## config.mk

```make
export PLATFORM = sky130hd
export DESIGN_NAME = sinc3_decim
export DESIGN_NICKNAME = d
export VERILOG_FILES = /design/src/rtl/sinc3_pkg.sv /design/src/rtl/sinc3_ctrl.sv /design/src/rtl/sinc3_integ.sv /design/src/rtl/sinc3_comb.sv /design/src/rtl/sinc3_scale.sv /design/src/rtl/sinc3_decim.sv
export SDC_FILE = /design/constraint.sdc
export NUM_CORES = 2
export LEC_CHECK = 0
export BUFFER_PORTS_ARGS = -buffer_cell sky130_fd_sc_hd__buf_4
export CORE_ASPECT_RATIO = 0.5
export CORE_MARGIN = 2
export CORE_UTILIZATION = 45
export CTS_CLUSTER_SIZE = 24
export DETAILED_ROUTE_END_ITERATION = 12
export GPL_TIMING_DRIVEN = 0
export HOLD_SLACK_MARGIN = 0.12
export PLACE_DENSITY = 0.68
export SYNTH_ARGS = -nofsm -noshare
export SYNTH_HDL_FRONTEND = slang
export SYNTH_HIERARCHICAL = 1
export SYNTH_SLANG_ARGS = --single-unit
```

## constraint.sdc

```tcl
create_clock -name clk -period 36.7 [get_ports clk]
set_clock_uncertainty 0.15 [all_clocks]
set_input_delay 7.34 -clock clk [delete_from_list [all_inputs] [get_ports clk]]
set_output_delay 7.34 -clock clk [all_outputs]
set_load 0.05 [all_outputs]
```

## src/rtl/sinc3_pkg.sv

```systemverilog
package sinc3_pkg;

  typedef enum logic {
    DIV_IDLE = 1'b0,
    DIV_RUN  = 1'b1
  } div_state_e;

endpackage

```

## src/rtl/sinc3_ctrl.sv

```systemverilog
module sinc3_ctrl #(
  parameter int CODE_W       = 12,
  parameter int RATIO_W      = 11,
  parameter int RATIO_MIN    = 19,
  parameter int RATIO_MAX    = 2000,
  parameter int SETTLE_WORDS = 4,
  parameter int SET_W        = 3
) (
  input  logic               clk,
  input  logic               rst_n,
  input  logic               mod_en,
  input  logic [CODE_W-1:0]  code,
  input  logic               chan_sw,
  output logic [RATIO_W-1:0] ratio,
  output logic               word_end,
  output logic               flush,
  output logic               settled
);

  logic [RATIO_W-1:0] ratio_q, ratio_d;
  logic [RATIO_W-1:0] phase_q, phase_d;
  logic [RATIO_W-1:0] code_lim;
  logic [SET_W-1:0]   settle_q, settle_d;

  // limit the requested code to the supported ratio range
  always_comb begin
    if (code < CODE_W'(RATIO_MIN))      code_lim = RATIO_W'(RATIO_MIN);
    else if (code > CODE_W'(RATIO_MAX)) code_lim = RATIO_W'(RATIO_MAX);
    else                                code_lim = code[RATIO_W-1:0];
  end

  always_comb begin
    word_end = mod_en && (phase_q == (ratio_q - RATIO_W'(1)));
    flush    = word_end && (code_lim != ratio_q);
    settled  = (settle_q == SET_W'(SETTLE_WORDS));

    phase_d = phase_q;
    if (mod_en) phase_d = word_end ? '0 : phase_q + RATIO_W'(1);

    ratio_d = flush ? code_lim : ratio_q;

    settle_d = settle_q;
    if (chan_sw || flush)
      settle_d = '0;
    else if (word_end && !settled)
      settle_d = settle_q + SET_W'(1);
  end

  always_ff @(posedge clk or negedge rst_n) begin
    if (!rst_n) begin
      ratio_q  <= RATIO_W'(RATIO_MIN);
      phase_q  <= '0;
      settle_q <= '0;
    end else begin
      ratio_q  <= ratio_d;
      phase_q  <= phase_d;
      settle_q <= settle_d;
    end
  end

  assign ratio = ratio_q;

  p_ratio_range_r3: assert property (@(posedge clk) disable iff (!rst_n)
    (ratio_q >= RATIO_W'(RATIO_MIN)) && (ratio_q <= RATIO_W'(RATIO_MAX)));

  p_phase_in_word_r2: assert property (@(posedge clk) disable iff (!rst_n)
    phase_q < ratio_q);

  p_flush_restart_r4: assert property (@(posedge clk) disable iff (!rst_n)
    flush |=> (settle_q == '0) && (phase_q == '0));

  p_switch_restart_r5: assert property (@(posedge clk) disable iff (!rst_n)
    chan_sw |=> (settle_q == '0));

endmodule

```

## src/rtl/sinc3_integ.sv

```systemverilog
module sinc3_integ #(
  parameter int ORDER = 3,
  parameter int ACC_W = 36
) (
  input  logic                    clk,
  input  logic                    rst_n,
  input  logic                    en,
  input  logic                    clr,
  input  logic                    bit_in,
  output logic signed [ACC_W-1:0] acc_out
);

  logic signed [ACC_W-1:0] acc_q [ORDER];
  logic signed [ACC_W-1:0] acc_d [ORDER];
  logic signed [ACC_W-1:0] stg_in [ORDER];

  always_comb begin
    stg_in[0] = bit_in ? ACC_W'(1) : '1;
    for (int k = 1; k < ORDER; k++) stg_in[k] = acc_q[k-1];
    for (int k = 0; k < ORDER; k++) acc_d[k] = clr ? '0 : acc_q[k] + stg_in[k];
  end

  generate
    for (genvar g = 0; g < ORDER; g++) begin : g_stage
      always_ff @(posedge clk or negedge rst_n) begin
        if (!rst_n)  acc_q[g] <= '0;
        else if (en) acc_q[g] <= acc_d[g];
      end
    end
  endgenerate

  assign acc_out = acc_q[ORDER-1];

  p_clear_zeroes_r4: assert property (@(posedge clk) disable iff (!rst_n)
    (en && clr) |=> (acc_out == '0));

endmodule

```

## src/rtl/sinc3_comb.sv

```systemverilog
module sinc3_comb #(
  parameter int ORDER = 3,
  parameter int ACC_W = 36
) (
  input  logic                    clk,
  input  logic                    rst_n,
  input  logic                    en,
  input  logic                    clr,
  input  logic signed [ACC_W-1:0] din,
  output logic signed [ACC_W-1:0] dout
);

  logic signed [ACC_W-1:0] dly_q [ORDER];
  logic signed [ACC_W-1:0] dly_d [ORDER];
  logic signed [ACC_W-1:0] diff  [ORDER];

  always_comb begin
    diff[0]  = din - dly_q[0];
    dly_d[0] = clr ? '0 : din;
    for (int k = 1; k < ORDER; k++) begin
      diff[k]  = diff[k-1] - dly_q[k];
      dly_d[k] = clr ? '0 : diff[k-1];
    end
  end

  generate
    for (genvar g = 0; g < ORDER; g++) begin : g_stage
      always_ff @(posedge clk or negedge rst_n) begin
        if (!rst_n)  dly_q[g] <= '0;
        else if (en) dly_q[g] <= dly_d[g];
      end
    end
  endgenerate

  assign dout = diff[ORDER-1];

  p_hold_off_boundary_r2: assert property (@(posedge clk) disable iff (!rst_n)
    !en |=> $stable(dly_q[0]));

endmodule

```

## src/rtl/sinc3_scale.sv

```systemverilog
module sinc3_scale
  import sinc3_pkg::*;
#(
  parameter int ORDER   = 3,
  parameter int ACC_W   = 36,
  parameter int OUT_W   = 24,
  parameter int RATIO_W = 11,
  parameter int GAIN    = 9986436
) (
  input  logic                    clk,
  input  logic                    rst_n,
  input  logic                    start,
  input  logic signed [ACC_W-1:0] raw,
  input  logic [RATIO_W-1:0]      ratio,
  input  logic                    tag_ok,
  output logic [OUT_W-1:0]        res_data,
  output logic                    res_valid,
  output logic                    res_rdy
);

  localparam int GAIN_W = $clog2(GAIN + 1);
  localparam int DEN_W  = ORDER * RATIO_W;
  localparam int NUM_W  = ACC_W + GAIN_W;
  localparam int IT_W   = $clog2(GAIN_W);
  localparam logic [OUT_W:0] POS_LIM = {2'b00, {(OUT_W-1){1'b1}}};
  localparam logic [OUT_W:0] NEG_LIM = {2'b01, {(OUT_W-1){1'b0}}};

  div_state_e         state_q, state_d;
  logic [IT_W-1:0]    it_q, it_d;
  logic [NUM_W-1:0]   rem_q, rem_d;
  logic [NUM_W-1:0]   dsh_q, dsh_d;
  logic [GAIN_W-1:0]  quo_q, quo_d;
  logic               neg_q, neg_d;
  logic               tag_q, tag_d;
  logic [OUT_W-1:0]   data_q, data_d;
  logic               valid_q, valid_d;
  logic               rdy_q, rdy_d;

  logic [ACC_W-1:0]   mag;
  logic [DEN_W-1:0]   den;
  logic               ge;
  logic [OUT_W:0]     qx;

  always_comb begin
    mag = raw[ACC_W-1] ? ACC_W'(-raw) : ACC_W'(raw);
    den = DEN_W'(1);
    for (int k = 0; k < ORDER; k++) den = den * DEN_W'(ratio);
  end

  always_comb begin
    state_d = state_q;
    it_d    = it_q;
    rem_d   = rem_q;
    dsh_d   = dsh_q;
    quo_d   = quo_q;
    neg_d   = neg_q;
    tag_d   = tag_q;
    data_d  = data_q;
    valid_d = valid_q;
    rdy_d   = 1'b0;
    ge      = rem_q >= dsh_q;
    qx      = '0;

    unique case (state_q)
      DIV_IDLE: begin
        if (start) begin
          state_d = DIV_RUN;
          it_d    = IT_W'(GAIN_W - 1);
          rem_d   = NUM_W'(mag) * NUM_W'(GAIN) + NUM_W'(den >> 1);
          dsh_d   = NUM_W'(den) << (GAIN_W - 1);
          quo_d   = '0;
          neg_d   = raw[ACC_W-1];
          tag_d   = tag_ok;
        end
      end
      DIV_RUN: begin
        rem_d = ge ? rem_q - dsh_q : rem_q;
        dsh_d = dsh_q >> 1;
        quo_d = GAIN_W'({quo_q, ge});
        it_d  = it_q - IT_W'(1);
        if (it_q == '0) begin
          state_d = DIV_IDLE;
          rdy_d   = 1'b1;
          valid_d = tag_q;
          qx      = (OUT_W+1)'(quo_d);
          if (!neg_q) data_d = (qx > POS_LIM) ? POS_LIM[OUT_W-1:0] : qx[OUT_W-1:0];
          else        data_d = (qx > NEG_LIM) ? NEG_LIM[OUT_W-1:0] : OUT_W'(-qx[OUT_W-1:0]);
        end
      end
      default: state_d = DIV_IDLE;
    endcase
  end

  always_ff @(posedge clk or negedge rst_n) begin
    if (!rst_n) begin
      state_q <= DIV_IDLE;
      it_q    <= '0;
      rem_q   <= '0;
      dsh_q   <= '0;
      quo_q   <= '0;
      neg_q   <= 1'b0;
      tag_q   <= 1'b0;
      data_q  <= '0;
      valid_q <= 1'b0;
      rdy_q   <= 1'b0;
    end else begin
      state_q <= state_d;
      it_q    <= it_d;
      rem_q   <= rem_d;
      dsh_q   <= dsh_d;
      quo_q   <= quo_d;
      neg_q   <= neg_d;
      tag_q   <= tag_d;
      data_q  <= data_d;
      valid_q <= valid_d;
      rdy_q   <= rdy_d;
    end
  end

  assign res_data  = data_q;
  assign res_valid = valid_q;
  assign res_rdy   = rdy_q;

  p_strobe_single_r8: assert property (@(posedge clk) disable iff (!rst_n)
    rdy_q |=> !rdy_q);

  p_data_on_strobe_r8: assert property (@(posedge clk) disable iff (!rst_n)
    !$stable(data_q) |-> rdy_q);

  p_valid_on_strobe_r8: assert property (@(posedge clk) disable iff (!rst_n)
    !$stable(valid_q) |-> rdy_q);

  p_start_when_idle_r2: assert property (@(posedge clk) disable iff (!rst_n)
    start |-> (state_q == DIV_IDLE));

endmodule

```

## src/rtl/sinc3_decim.sv

```systemverilog
module sinc3_decim #(
  parameter int CODE_W       = 12,
  parameter int RATIO_MIN    = 19,
  parameter int RATIO_MAX    = 2000,
  parameter int ORDER        = 3,
  parameter int ACC_W        = 36,
  parameter int OUT_W        = 24,
  parameter int SETTLE_WORDS = 4,
  parameter int GAIN         = 9986436
) (
  input  logic              clk,
  input  logic              rst_n,
  input  logic              mod_en,
  input  logic              mod_bit,
  input  logic [CODE_W-1:0] flt_code,
  input  logic              chan_sw,
  output logic [OUT_W-1:0]  res_data,
  output logic              res_valid,
  output logic              res_rdy
);

  localparam int RATIO_W = $clog2(RATIO_MAX + 1);
  localparam int SET_W   = $clog2(SETTLE_WORDS + 1);

  logic [1:0]              rs_q;
  logic                    rst_s;
  logic [RATIO_W-1:0]      ratio;
  logic                    word_end, flush, settled;
  logic signed [ACC_W-1:0] integ_out, comb_out;

  // asynchronous assertion, synchronous release
  always_ff @(posedge clk or negedge rst_n) begin
    if (!rst_n) rs_q <= '0;
    else        rs_q <= {rs_q[0], 1'b1};
  end
  assign rst_s = rs_q[1];

  sinc3_ctrl #(
    .CODE_W(CODE_W), .RATIO_W(RATIO_W), .RATIO_MIN(RATIO_MIN),
    .RATIO_MAX(RATIO_MAX), .SETTLE_WORDS(SETTLE_WORDS), .SET_W(SET_W)
  ) u_ctrl (
    .clk(clk), .rst_n(rst_s), .mod_en(mod_en), .code(flt_code),
    .chan_sw(chan_sw), .ratio(ratio), .word_end(word_end),
    .flush(flush), .settled(settled)
  );

  sinc3_integ #(.ORDER(ORDER), .ACC_W(ACC_W)) u_integ (
    .clk(clk), .rst_n(rst_s), .en(mod_en), .clr(flush),
    .bit_in(mod_bit), .acc_out(integ_out)
  );

  sinc3_comb #(.ORDER(ORDER), .ACC_W(ACC_W)) u_comb (
    .clk(clk), .rst_n(rst_s), .en(word_end), .clr(flush),
    .din(integ_out), .dout(comb_out)
  );

  sinc3_scale #(
    .ORDER(ORDER), .ACC_W(ACC_W), .OUT_W(OUT_W),
    .RATIO_W(RATIO_W), .GAIN(GAIN)
  ) u_scale (
    .clk(clk), .rst_n(rst_s), .start(word_end), .raw(comb_out),
    .ratio(ratio), .tag_ok(settled), .res_data(res_data),
    .res_valid(res_valid), .res_rdy(res_rdy)
  );

endmodule

```

==> results_dict.tcl <==
set metrics [dict create \
    met3_usage 0.0244 \
    async_reset_ff_frac 1.00 \
    dr.pass1.iters 6 \
    synth_fa_ha_area_frac 0.309 \
    vias 46500 \
    synth-edff-count 0 \
    startpoint "u_integ/acc_out[0]" \
    postCtsSetupRepairBufs 0 \
    fin_area_mm2 0.0605 \
    timing.critical_path.slowest_stage_cell "clkbuf_1" \
    use_met2 0.371 \
    critPathMaxFanout 10 \
    place_area_mm2 0.0590 \
    synthCells 6600 \
    core_mm2 0.124 \
    synth-main-ff-cell "dfrtp_1" \
    dpl.hpwl_mm 120 \
    hold_slack_ns 0.172 \
    start_kind "flop" \
    die_area_mm2 0.128 \
    antenna_found_initial 7 \
    rows 91 \
    track_usage 0.225 \
    drcViolationCount 0 \
    slew_headroom 0.149 \
    grt-busiest-layer "met2" \
    die_y_um 254 \
    grt_pass1_vias 44600 \
    numCtsBuffers 45 \
    path_clk_slew_ns 0.07 \
    worst_pin_slew_ns 1.28 \
    ys_seq_area_frac 0.185 \
    cts_buffer_depth 3 \
    synth_top_family_by_area "adder cells" \
    layout_common_cells "839 x inv_1, 719 x ha_1, 608 x nand2_1" \
    syn_area_mm2 0.0564 \
    vias_per_cell 5.54 \
    rr_endpoint "u_scale/rem_q[58]" \
    ioPinCount 43 \
    worst-setup-path-type "reg -> reg" \
    areaGrowthSynthToFinish_pct 7.40 \
    dieWidth_um 505 \
    fmax_mhz 61.3 \
    fin_setup_tns_ns 0 \
    arrival_ns 16.63 \
    syn-num-nets 7756 \
    synth-simple-area-share 0.146 \
    synth_compound_area_frac 0.201 \
    fill_cells 12000 \
    final_nets 7851 \
    wl_per_cell_um 17.3 \
    htreeDepth 2 \
    hold_viol_final 0 \
    fin_cells 8404 \
    placed_cells 8322 \
    crit_path_frequent_cell "ha_1" \
    synth_seq_cells 416 \
    worstPathRequired_ns 37.01 \
    totalWireLength_mm 146 \
    io_buffer_count 41 \
    avgSynthCellArea_um2 8.54 \
    reg2reg_depth 57 \
    slowest_delay_ns 0.74 \
    clock_latency_ns 0.62 \
    grt_max_degree 67 \
    reg2reg_slack_ns 20.38 \
    drtAntennaViolNets 0 \
    synth_cell_types 130 \
    grt_setup_unrepaired "false" \
    finalCritPeriodShare 0.445 \
    r2r_start "u_integ/acc_out[0]" \
    yosysWarningCount 6 \
    cts_resized 0 \
    grt_use_met1 0.325 \
    synth-xor-area-share 0.0686 \
    critPathCaptureType "flop" \
    cts_tree "yes" \
    synthMuxAreaShare 0.0112 \
    maxCapViolCount 0 \
    overflow 0 \
    drv_slew 0 \
    cts_hold_buf 0 \
    hp-class "reg -> async" \
    mostFrequentLayoutCell "inv_1" \
    fin_crit_ns 16.32 \
    cts_num_sinks 416 \
    drive_gt1_frac 0.0449 \
    grt_pass1_wl_mm 237 \
    diodes 0 \
    place_congestion 0.924 \
    outcome "completed" \
    setup-violations-final 0 \
    root_buffer "clkbuf_16" \
    initial_core_util 0.455 \
    dr.first_iter.drc_count 3610 \
]
[per-layer routing]
layer	share of wire	vias to the layer above
met3	0.048	126
li1	-	22900
met1	0.48	22500
met4	0.014	0
met2	0.45	1016
met5	0	-
[cell type report]
| type | count | area, um^2 | share of cell area |
|---|---|---|---|
| Clock inverter | 22 | 295 | 0.00488 |
| Buffer | 296 | 1310 | 0.0217 |
| Timing Repair Buffer | 48 | 493 | 0.00814 |
| Sequential cell | 416 | 10400 | 0.172 |
| Multi-Input combinational cell | 5046 | 41500 | 0.685 |
| Tap cell | 1674 | 2090 | 0.0346 |
| Clock buffer | 60 | 1280 | 0.0212 |
| Inverter | 842 | 3160 | 0.0522 |
[Yosys cell counts (all sizes together) (47+ instances only)]
| cell type | n | area (um^2) |
|---|---|---|
| o21a | 52 | 390 |
| dfrtp | 413 | 10300 |
| nand3 | 127 | 641 |
| o31ai | 60 | 464 |
| a21oi | 455 | 2320 |
| nor3 | 70 | 350 |
| ha | 719 | 9000 |
| o21bai | 68 | 514 |
| a22o | 97 | 850 |
| xor2 | 139 | 1220 |
| inv | 840 | 3150 |
| xnor2 | 293 | 2570 |
| buf | 64 | 422 |
| a211oi | 54 | 453 |
| nand2b | 60 | 375 |
| nor2b | 47 | 294 |
| and3 | 54 | 344 |
| nor2 | 328 | 1250 |
| clkbuf | 232 | 891 |
| nand4 | 61 | 382 |
| a31oi | 58 | 390 |
| fa | 420 | 8410 |
| a21o | 198 | 1490 |
| o21ai | 415 | 2080 |
| nand2 | 608 | 2280 |
| and2 | 170 | 1070 |
| mux2i | 49 | 490 |
[worst max path at each step]
stage | slack, ns | to | depth (start not counted)
CTS | 20.20 | u_scale/rem_q[58] | 59
global placement | 18.47 | u_scale/dsh_q[15] | 0
detailed placement | 20.25 | u_scale/rem_q[58] | 59
finish | 20.38 | u_scale/rem_q[58] | 57
global route | 19.13 | u_scale/rem_q[58] | 59
floorplan | 23.02 | u_scale/rem_q[47] | 59
[critical path, delay by kind of cell (launching register included)]
kind,cells,cell delay [ns]
AOI/OAI and AO/OA,22,5.08
adders and majority gates,12,4.44
and+or+nand+nor,7,2.10
xor gates and xnor gates,7,2.00
buffers and inverters,9,1.94
DFF,1,0.41
[registers in the layout, indices dropped and copies added, names as in the netlist, 5 cells and up]
| register | count |
|---|---|
| u_comb/dly_q | 108 |
| u_ctrl/phase_q | 11 |
| u_ctrl/ratio | 11 |
| u_integ/acc_out | 36 |
| u_integ/acc_q | 72 |
| u_scale/dsh_q | 56 |
| u_scale/it_q | 5 |
| u_scale/quo_q | 23 |
| u_scale/rem_q | 60 |
| u_scale/res_data | 24 |
[kinds of logic after synthesis]
group | Yosys count
AO/OA/AOI/OAI | 1720
AND/OR/NAND/NOR | 1690
adder cells (fa/ha/maj) | 1139
buffers and inverters | 1138
XOR/XNOR | 435
flip-flops | 416
multiplexers | 60
other | 2
[through the flow]
step / utilization / worst slack, ns
floorplan: - / 23.02
global placement: 0.475 / 18.47
detailed placement: 0.476 / 20.25
CTS: 0.489 / 20.20
global route: 0.489 / 19.13
finish: 0.489 / 20.38
Power is not shown: default switching activity piles up to over one toggle a cycle in this logic, so the estimate is an artifact.
